## config.mk

```make
export PLATFORM = sky130hd
export DESIGN_NAME = wave_raster_top
export DESIGN_NICKNAME = d
export VERILOG_FILES = /design/src/rtl/wave_raster_pkg.sv /design/src/rtl/raster_timing.sv /design/src/rtl/sample_buffer.sv /design/src/rtl/trace_compare.sv /design/src/rtl/wave_raster_top.sv
export SDC_FILE = /design/constraint.sdc
export NUM_CORES = 2
export LEC_CHECK = 0
export BUFFER_PORTS_ARGS = -buffer_cell sky130_fd_sc_hd__buf_2
export CAP_MARGIN = 20
export CORE_ASPECT_RATIO = 1.5
export CORE_MARGIN = 8
export CORE_UTILIZATION = 35
export CTS_BUF_LIST = sky130_fd_sc_hd__clkbuf_8
export DETAILED_ROUTE_END_ITERATION = 16
export PLACE_DENSITY_LB_ADDON = 0.25
export SYNTH_ARGS = -nofsm -noshare
export SYNTH_HDL_FRONTEND = slang
export SYNTH_HIERARCHICAL = 1
export SYNTH_SLANG_ARGS = --single-unit
```

## constraint.sdc

```tcl
create_clock -name clk -period 3.85 [get_ports clk]
set_clock_uncertainty 0.2 [all_clocks]
set_input_delay 0.385 -clock clk [delete_from_list [all_inputs] [get_ports clk]]
set_output_delay 0.385 -clock clk [all_outputs]
set_load 0.01 [all_outputs]
```

## src/rtl/wave_raster_pkg.sv

```systemverilog
package wave_raster_pkg;

  localparam int SAMPLE_W = 8;

  // Raster control flags travelling alongside a pixel position
  typedef struct packed {
    logic hsync_n;
    logic vsync_n;
    logic active;
    logic col_ok;
  } raster_ctl_t;

  localparam raster_ctl_t CTL_IDLE = '{hsync_n: 1'b1, vsync_n: 1'b1, active: 1'b0, col_ok: 1'b0};

endpackage

```

## src/rtl/raster_timing.sv

```systemverilog
module raster_timing
  import wave_raster_pkg::*;
#(
  parameter int H_ACT  = 640,
  parameter int H_FP   = 16,
  parameter int H_SYNC = 96,
  parameter int H_BP   = 48,
  parameter int V_ACT  = 480,
  parameter int V_FP   = 10,
  parameter int V_SYNC = 2,
  parameter int V_BP   = 33,
  parameter int DEPTH  = 512,
  parameter int H_W    = 10,
  parameter int V_W    = 10
) (
  input  logic           clk,
  input  logic           rst_n,
  output logic [H_W-1:0] hcnt,
  output logic [V_W-1:0] vcnt,
  output raster_ctl_t    ctl
);

  localparam int H_TOT  = H_ACT + H_FP + H_SYNC + H_BP;
  localparam int V_TOT  = V_ACT + V_FP + V_SYNC + V_BP;
  localparam int HS_BEG = H_ACT + H_FP;
  localparam int HS_END = HS_BEG + H_SYNC;
  localparam int VS_BEG = V_ACT + V_FP;
  localparam int VS_END = VS_BEG + V_SYNC;

  logic line_end;
  logic frame_end;

  assign line_end  = (hcnt == H_W'(H_TOT - 1));
  assign frame_end = (vcnt == V_W'(V_TOT - 1));

  always_ff @(posedge clk) begin
    if (!rst_n) begin
      hcnt <= '0;
      vcnt <= '0;
    end else if (line_end) begin
      hcnt <= '0;
      vcnt <= frame_end ? '0 : vcnt + 1'b1;
    end else begin
      hcnt <= hcnt + 1'b1;
    end
  end

  always_comb begin
    ctl.hsync_n = !((hcnt >= H_W'(HS_BEG)) && (hcnt < H_W'(HS_END)));
    ctl.vsync_n = !((vcnt >= V_W'(VS_BEG)) && (vcnt < V_W'(VS_END)));
    ctl.active  = (hcnt < H_W'(H_ACT)) && (vcnt < V_W'(V_ACT));
    ctl.col_ok  = (hcnt < H_W'(DEPTH));
  end


  hcnt_range_chk: assert property (@(posedge clk) disable iff (!rst_n)
    hcnt < H_W'(H_TOT));


  vline_step_chk: assert property (@(posedge clk) disable iff (!rst_n)
    (vcnt != $past(vcnt)) |-> ($past(hcnt) == H_W'(H_TOT - 1)));

endmodule

```

## src/rtl/sample_buffer.sv

```systemverilog
module sample_buffer #(
  parameter int DEPTH = 512,
  parameter int DW    = 8,
  parameter int AW    = 9
) (
  input  logic          clk,
  input  logic          rst_n,
  input  logic          wr_en,
  input  logic [DW-1:0] wr_data,
  input  logic [AW-1:0] rd_addr,
  output logic [DW-1:0] rd_data
);

  logic [DW-1:0] mem [DEPTH];
  logic [AW-1:0] wptr;

  // Write pointer wraps naturally at the top of the address range
  always_ff @(posedge clk) begin
    if (!rst_n) wptr <= '0;
    else if (wr_en) wptr <= wptr + 1'b1;
  end

  // Storage with registered read; a same-entry write is seen on the next read
  always_ff @(posedge clk) begin
    if (wr_en) mem[wptr] <= wr_data;
    rd_data <= mem[rd_addr];
  end


  wptr_step_chk: assert property (@(posedge clk) disable iff (!rst_n)
    wr_en |=> (wptr == $past(wptr) + 1'b1));


  wptr_hold_chk: assert property (@(posedge clk) disable iff (!rst_n)
    !wr_en |=> (wptr == $past(wptr)));

endmodule

```

## src/rtl/trace_compare.sv

```systemverilog
module trace_compare
  import wave_raster_pkg::*;
#(
  parameter int DW      = 8,
  parameter int V_W     = 10,
  parameter int ROW_OFS = 112
) (
  input  logic           clk,
  input  logic           rst_n,
  input  logic [V_W-1:0] vcnt,
  input  raster_ctl_t    ctl,
  input  logic [DW-1:0]  rd_data,
  output logic           pix,
  output logic           hsync_n,
  output logic           vsync_n
);

  localparam int RW = ((V_W > DW) ? V_W : DW) + 2;

  logic [V_W-1:0] v_q;
  raster_ctl_t    ctl_q;
  logic [DW-1:0]  ofs_bin;
  logic [RW-1:0]  row;
  logic [RW-1:0]  line;

  // One stage matching the buffer read latency
  always_ff @(posedge clk) begin
    if (!rst_n) begin
      v_q   <= '0;
      ctl_q <= CTL_IDLE;
    end else begin
      v_q   <= vcnt;
      ctl_q <= ctl;
    end
  end

  always_comb begin
    ofs_bin = {~rd_data[DW-1], rd_data[DW-2:0]};
    row     = RW'(ofs_bin) + RW'(ROW_OFS);
    line    = RW'(v_q);
    pix     = ctl_q.active && ctl_q.col_ok && (row == line);
    hsync_n = ctl_q.hsync_n;
    vsync_n = ctl_q.vsync_n;
  end

endmodule

```

## src/rtl/wave_raster_top.sv

```systemverilog
module wave_raster_top
  import wave_raster_pkg::*;
#(
  parameter int H_ACT   = 640,
  parameter int H_FP    = 16,
  parameter int H_SYNC  = 96,
  parameter int H_BP    = 48,
  parameter int V_ACT   = 480,
  parameter int V_FP    = 10,
  parameter int V_SYNC  = 2,
  parameter int V_BP    = 33,
  parameter int DEPTH   = 512,
  parameter int ROW_OFS = 112
) (
  input  logic                clk,
  input  logic                rst_n,
  input  logic                smp_valid,
  output logic                smp_ready,
  input  logic [SAMPLE_W-1:0] smp_data,
  output logic                vga_r,
  output logic                vga_g,
  output logic                vga_b,
  output logic                vga_hs_n,
  output logic                vga_vs_n
);

  localparam int AW    = $clog2(DEPTH);
  localparam int H_TOT = H_ACT + H_FP + H_SYNC + H_BP;
  localparam int V_TOT = V_ACT + V_FP + V_SYNC + V_BP;
  localparam int H_W   = $clog2(H_TOT);
  localparam int V_W   = $clog2(V_TOT);

  logic [H_W-1:0]      hcnt;
  logic [V_W-1:0]      vcnt;
  raster_ctl_t         ctl;
  logic [SAMPLE_W-1:0] rd_data;
  logic                pix;

  assign smp_ready = 1'b1;

  raster_timing #(
    .H_ACT(H_ACT), .H_FP(H_FP), .H_SYNC(H_SYNC), .H_BP(H_BP),
    .V_ACT(V_ACT), .V_FP(V_FP), .V_SYNC(V_SYNC), .V_BP(V_BP),
    .DEPTH(DEPTH), .H_W(H_W), .V_W(V_W)
  ) u_timing (
    .clk  (clk),
    .rst_n(rst_n),
    .hcnt (hcnt),
    .vcnt (vcnt),
    .ctl  (ctl)
  );

  sample_buffer #(
    .DEPTH(DEPTH), .DW(SAMPLE_W), .AW(AW)
  ) u_buffer (
    .clk    (clk),
    .rst_n  (rst_n),
    .wr_en  (smp_valid && smp_ready),
    .wr_data(smp_data),
    .rd_addr(hcnt[AW-1:0]),
    .rd_data(rd_data)
  );

  trace_compare #(
    .DW(SAMPLE_W), .V_W(V_W), .ROW_OFS(ROW_OFS)
  ) u_compare (
    .clk    (clk),
    .rst_n  (rst_n),
    .vcnt   (vcnt),
    .ctl    (ctl),
    .rd_data(rd_data),
    .pix    (pix),
    .hsync_n(vga_hs_n),
    .vsync_n(vga_vs_n)
  );

  assign vga_r = pix;
  assign vga_g = pix;
  assign vga_b = pix;


  sync_align_chk: assert property (@(posedge clk) disable iff (!rst_n)
    (vga_hs_n == $past(ctl.hsync_n)) && (vga_vs_n == $past(ctl.vsync_n)));


  lit_col_chk: assert property (@(posedge clk) disable iff (!rst_n)
    vga_r |-> (($past(hcnt) < H_W'(DEPTH)) && ($past(vcnt) < V_W'(V_ACT))));

endmodule

```

==> results.md <==
* Clock Sinks at 4,147
* First-pass detailed-route iteration total at 6
* Worst Path Class, Setup: reg -> reg
* Max Cap Viol at 0
* Sw frac at 23.2%
* Number of global-route vias before repair at 92,200
* Post-route ant nets at 0
* Worst Slack Setup Final at -0.0349 ns
* CTS H-tree lvls at 6
* Reg power frac at 56.5%
* Layout cell share with drive strength beyond 1 at 24.8%
* Most common library cells after synthesis: edfxtp_1, mux2i_1, nor2_1
* Failing checks: setup timing
* Clock power share at 36.9%
* Top-area cell type share of the netlist area at 75.3%
* I/O pin cnt at 17
* Slew headroom at between 2 and 3%
* RSZ-0062 raised after global routing: yes
* Worst-margin pin slew at 1.46 ns
* Later-pin clock latency in the skew report at 1.12 ns
* CORE AREA at 466,000 µm²
* Final Hold Violating Endpoints at 0
* Area contributors post-synth: edfxtp_1, mux4_2, mux2i_1
* Iter 0 DRT Violations at 8,304
* Register bit total from synthesis at 4,147
* Synth Area per Inst at 19.4 µm²
* DIE WIDTH at 574 µm
* Max FO, Critical Path at 16
* Pins Over Slew Limit at 0
* Post-synthesis cell area at 163,000 µm²
* Sequential share of the synthesized area at approximately 76%
* CP bufs+invs at 0
* Total DRC errors in the routed layout at 0
* Syn. warnings at 6
* Setup-failing EPs final at 8
* Rows at 307
* Worst Path Required at 4.36 ns
* Ys flop type: edfxtp_1
* Finished Cell Area at 188,000 µm²
* Setup crit start kind: flip-flop
* Max VDD drop at 348 µV
* Largest net degree at the start of global routing at 140
* Crit end category: flip-flop
* Total die area at 489,000 µm²
* CTS tree: yes
* Crit path DAT at 4.40 ns
* Status: complete, but fails checks
* Area growth from synthesis to layout at 15.4%
* Initial antenna violation count at 21
* First-pass GRT wire length at about 710,000 µm
* Minimum clock period at 3.88 ns
* Wirelength per Cell at ~31 µm
* Post-synth EDFFs at 4,096
* FMAX at 257 MHz
* Logic pwr share at 6.6%
* Syn Nets at 8,448
* Top-count cell post-synth: edfxtp_1
* Initial Util at 35.1%
* Hold WC Path Type: in -> reg
* LEAKAGE at 60.3 nW
* Root Buffer: clkbuf_8
* Async set-reset flop share out of synthesis at 0%
* Post-synth cell types at 94
* Fillers at 41,700
* WL final at 509,000 µm
* Placed Instance Area at approximately 180,000 µm²
* Pint at 67.4 mW
* Post-DR vias/cell at around 5.4
* Nets at 9,580
* Largest area contributor in the netlist: edfxtp_1
* CTS max path bufs at 4
* DIE HEIGHT at approximately 850 µm
* Worst-path clk slew at 0.06 ns
* Syn Inst Count at between 8,000 and 9,000
* CP max stage delay at 0.97 ns
* Pwr/cell area at 466 nW/µm²
* PortBufs at 15
* Crit-path slowest cell: nor2_1
* Routed via count at 88,100
* CTS buffer count at just over 600
* Worst hold slack at 0.132 ns
* Remaining Overflow, GRT at 0
* GRT Resource Usage Total at 20.2%
* CP top delay family: simple AND/OR/NAND/NOR gates
* Sw Pwr at 20.4 mW
* CP cell instances: nor2b_1, nand2_1, nor2_1
* GPL Wtd Cong at 0.886
* Fin crit share at 101%
* DP HPWL at 340,000 µm
placed cells by master (no fill, tap or decap), types with 25 or more instances in the layout:
cell type,instances
a211oi_1,25
a21oi_1,207
a31oi_1,35
and2_1,41
buf_12,153
buf_4,884
clkbuf_8,624
clkinv_1,121
clkinv_2,45
dfxtp_1,44
edfxtp_1,4096
inv_1,207
mux2i_1,810
mux4_1,44
mux4_2,597
nand2_1,164
nand3_1,56
nor2_1,656
nor3_1,99
nor4_1,42
o21ai_0,110
o221ai_1,259
o22ai_1,181
per-stage QoR:
stage | utilization (%) | TNS [ns] | total power, mW | std cells | setup WS (ns)
5_1_grt | 40.5 | -0.253 | 90.4 | 16200 | -0.0191
3_3_place_gp | 38.1 | -3.69 | 56.3 | 15100 | -1.17
4_1_cts | 40.5 | 0 | 88.7 | 16200 | 0.00664
2_1_floorplan | - | 0 | 53.7 | 8427 | 1.01
6_report | 40.5 | -0.261 | 87.8 | 16200 | -0.0349
3_5_place_dp | 38.1 | -2.04 | 56.4 | 15100 | -0.577
path summary, 6_finish.rpt:
path                    start  depth (start not counted)  slack, ns                   end
max reg2reg  u_buffer/wptr[5]                          3      -0.03  u_buffer/mem[227][1]
min                     rst_n                          3       0.13     u_compare/hsync_n
max          u_buffer/wptr[5]                          3      -0.03  u_buffer/mem[227][1]
min reg2reg  u_timing/vcnt[8]                          2       0.35      u_timing/vcnt[8]
power by group through the flow:
| stage | Clock, mW | Combinational, mW | Sequential [mW] |
|---|---|---|---|
| floorplan | 0 | 3.09 | 50.6 |
| global placement | 0 | 5.69 | 50.6 |
| detailed placement | 0 | 5.77 | 50.6 |
| CTS | 33.2 | 5.81 | 49.6 |
| global route | 34.8 | 5.99 | 49.6 |
| finish | 32.4 | 5.76 | 49.6 |
registers in the layout (all words and copies together) (netlist names):
| signal | count |
|---|---|
| u_compare/hsync_n | 1 |
| u_timing/hcnt | 10 |
| u_buffer/wptr | 9 |
| u_buffer/rd_data | 8 |
| u_buffer/mem | 4096 |
| u_compare/ctl_q | 2 |
| u_compare/vsync_n | 1 |
| u_compare/v_q | 10 |
| u_timing/vcnt | 10 |
timing repair:
item                                    4_1_cts  5_1_grt
hold buffers                                 11        0
buffers inserted                              3        1
resized for setup                            10        8
endpoints found under the setup margin        8       22
pin swaps                                     0        1
endpoints found under the hold margin      2883        0
cells by family (layout without fill, tap and decap cells):
| family | Yosys count | count (layout) | share of synthesized area (%) |
|---|---|---|---|
| flops | 4147 | 4147 | 75.9 |
| mux | 1472 | 1472 | 14.0 |
| simple gates | 1206 | 1206 | 3.29 |
| compound gates | 1005 | 1005 | 4.28 |
| buf+inv | 557 | 2116 | 2.25 |
| xor+xnor | 29 | 29 | 0.155 |
| fa+ha+maj | 10 | 10 | 0.0766 |
| other cells | 1 | 19 | 0.00229 |
layout make-up:
class,instances,area [µm²],share of cell area [%]
antenna,18,45.0,0.0239
clock inverter,411,2040,1.08
multi-input combinational,3723,36000,19.1
clock buffer,624,8590,4.56
inverter,15,71.3,0.0378
sequential,4147,124000,65.8
timing repair buffer,1066,9990,5.30
tap,6180,7730,4.10
worst reg2reg max path, stage by stage (launching register included):
cell and delay, ns:
dfxtp_1 0.43, nor2b_1 0.93, nand2_1 0.93, nor2_1 0.99
routing by layer:
layer | up-vias | GRT usage [%] | wire length [µm]
met5 | - | 0 | 71
met4 | 10 | 13.0 | 38900
li1 | 37000 | - | -
met3 | 1125 | 2.74 | 27400
met1 | 46600 | 22.1 | 178000
met2 | 3398 | 36.6 | 265000
(Power assumes the default switching activity.)
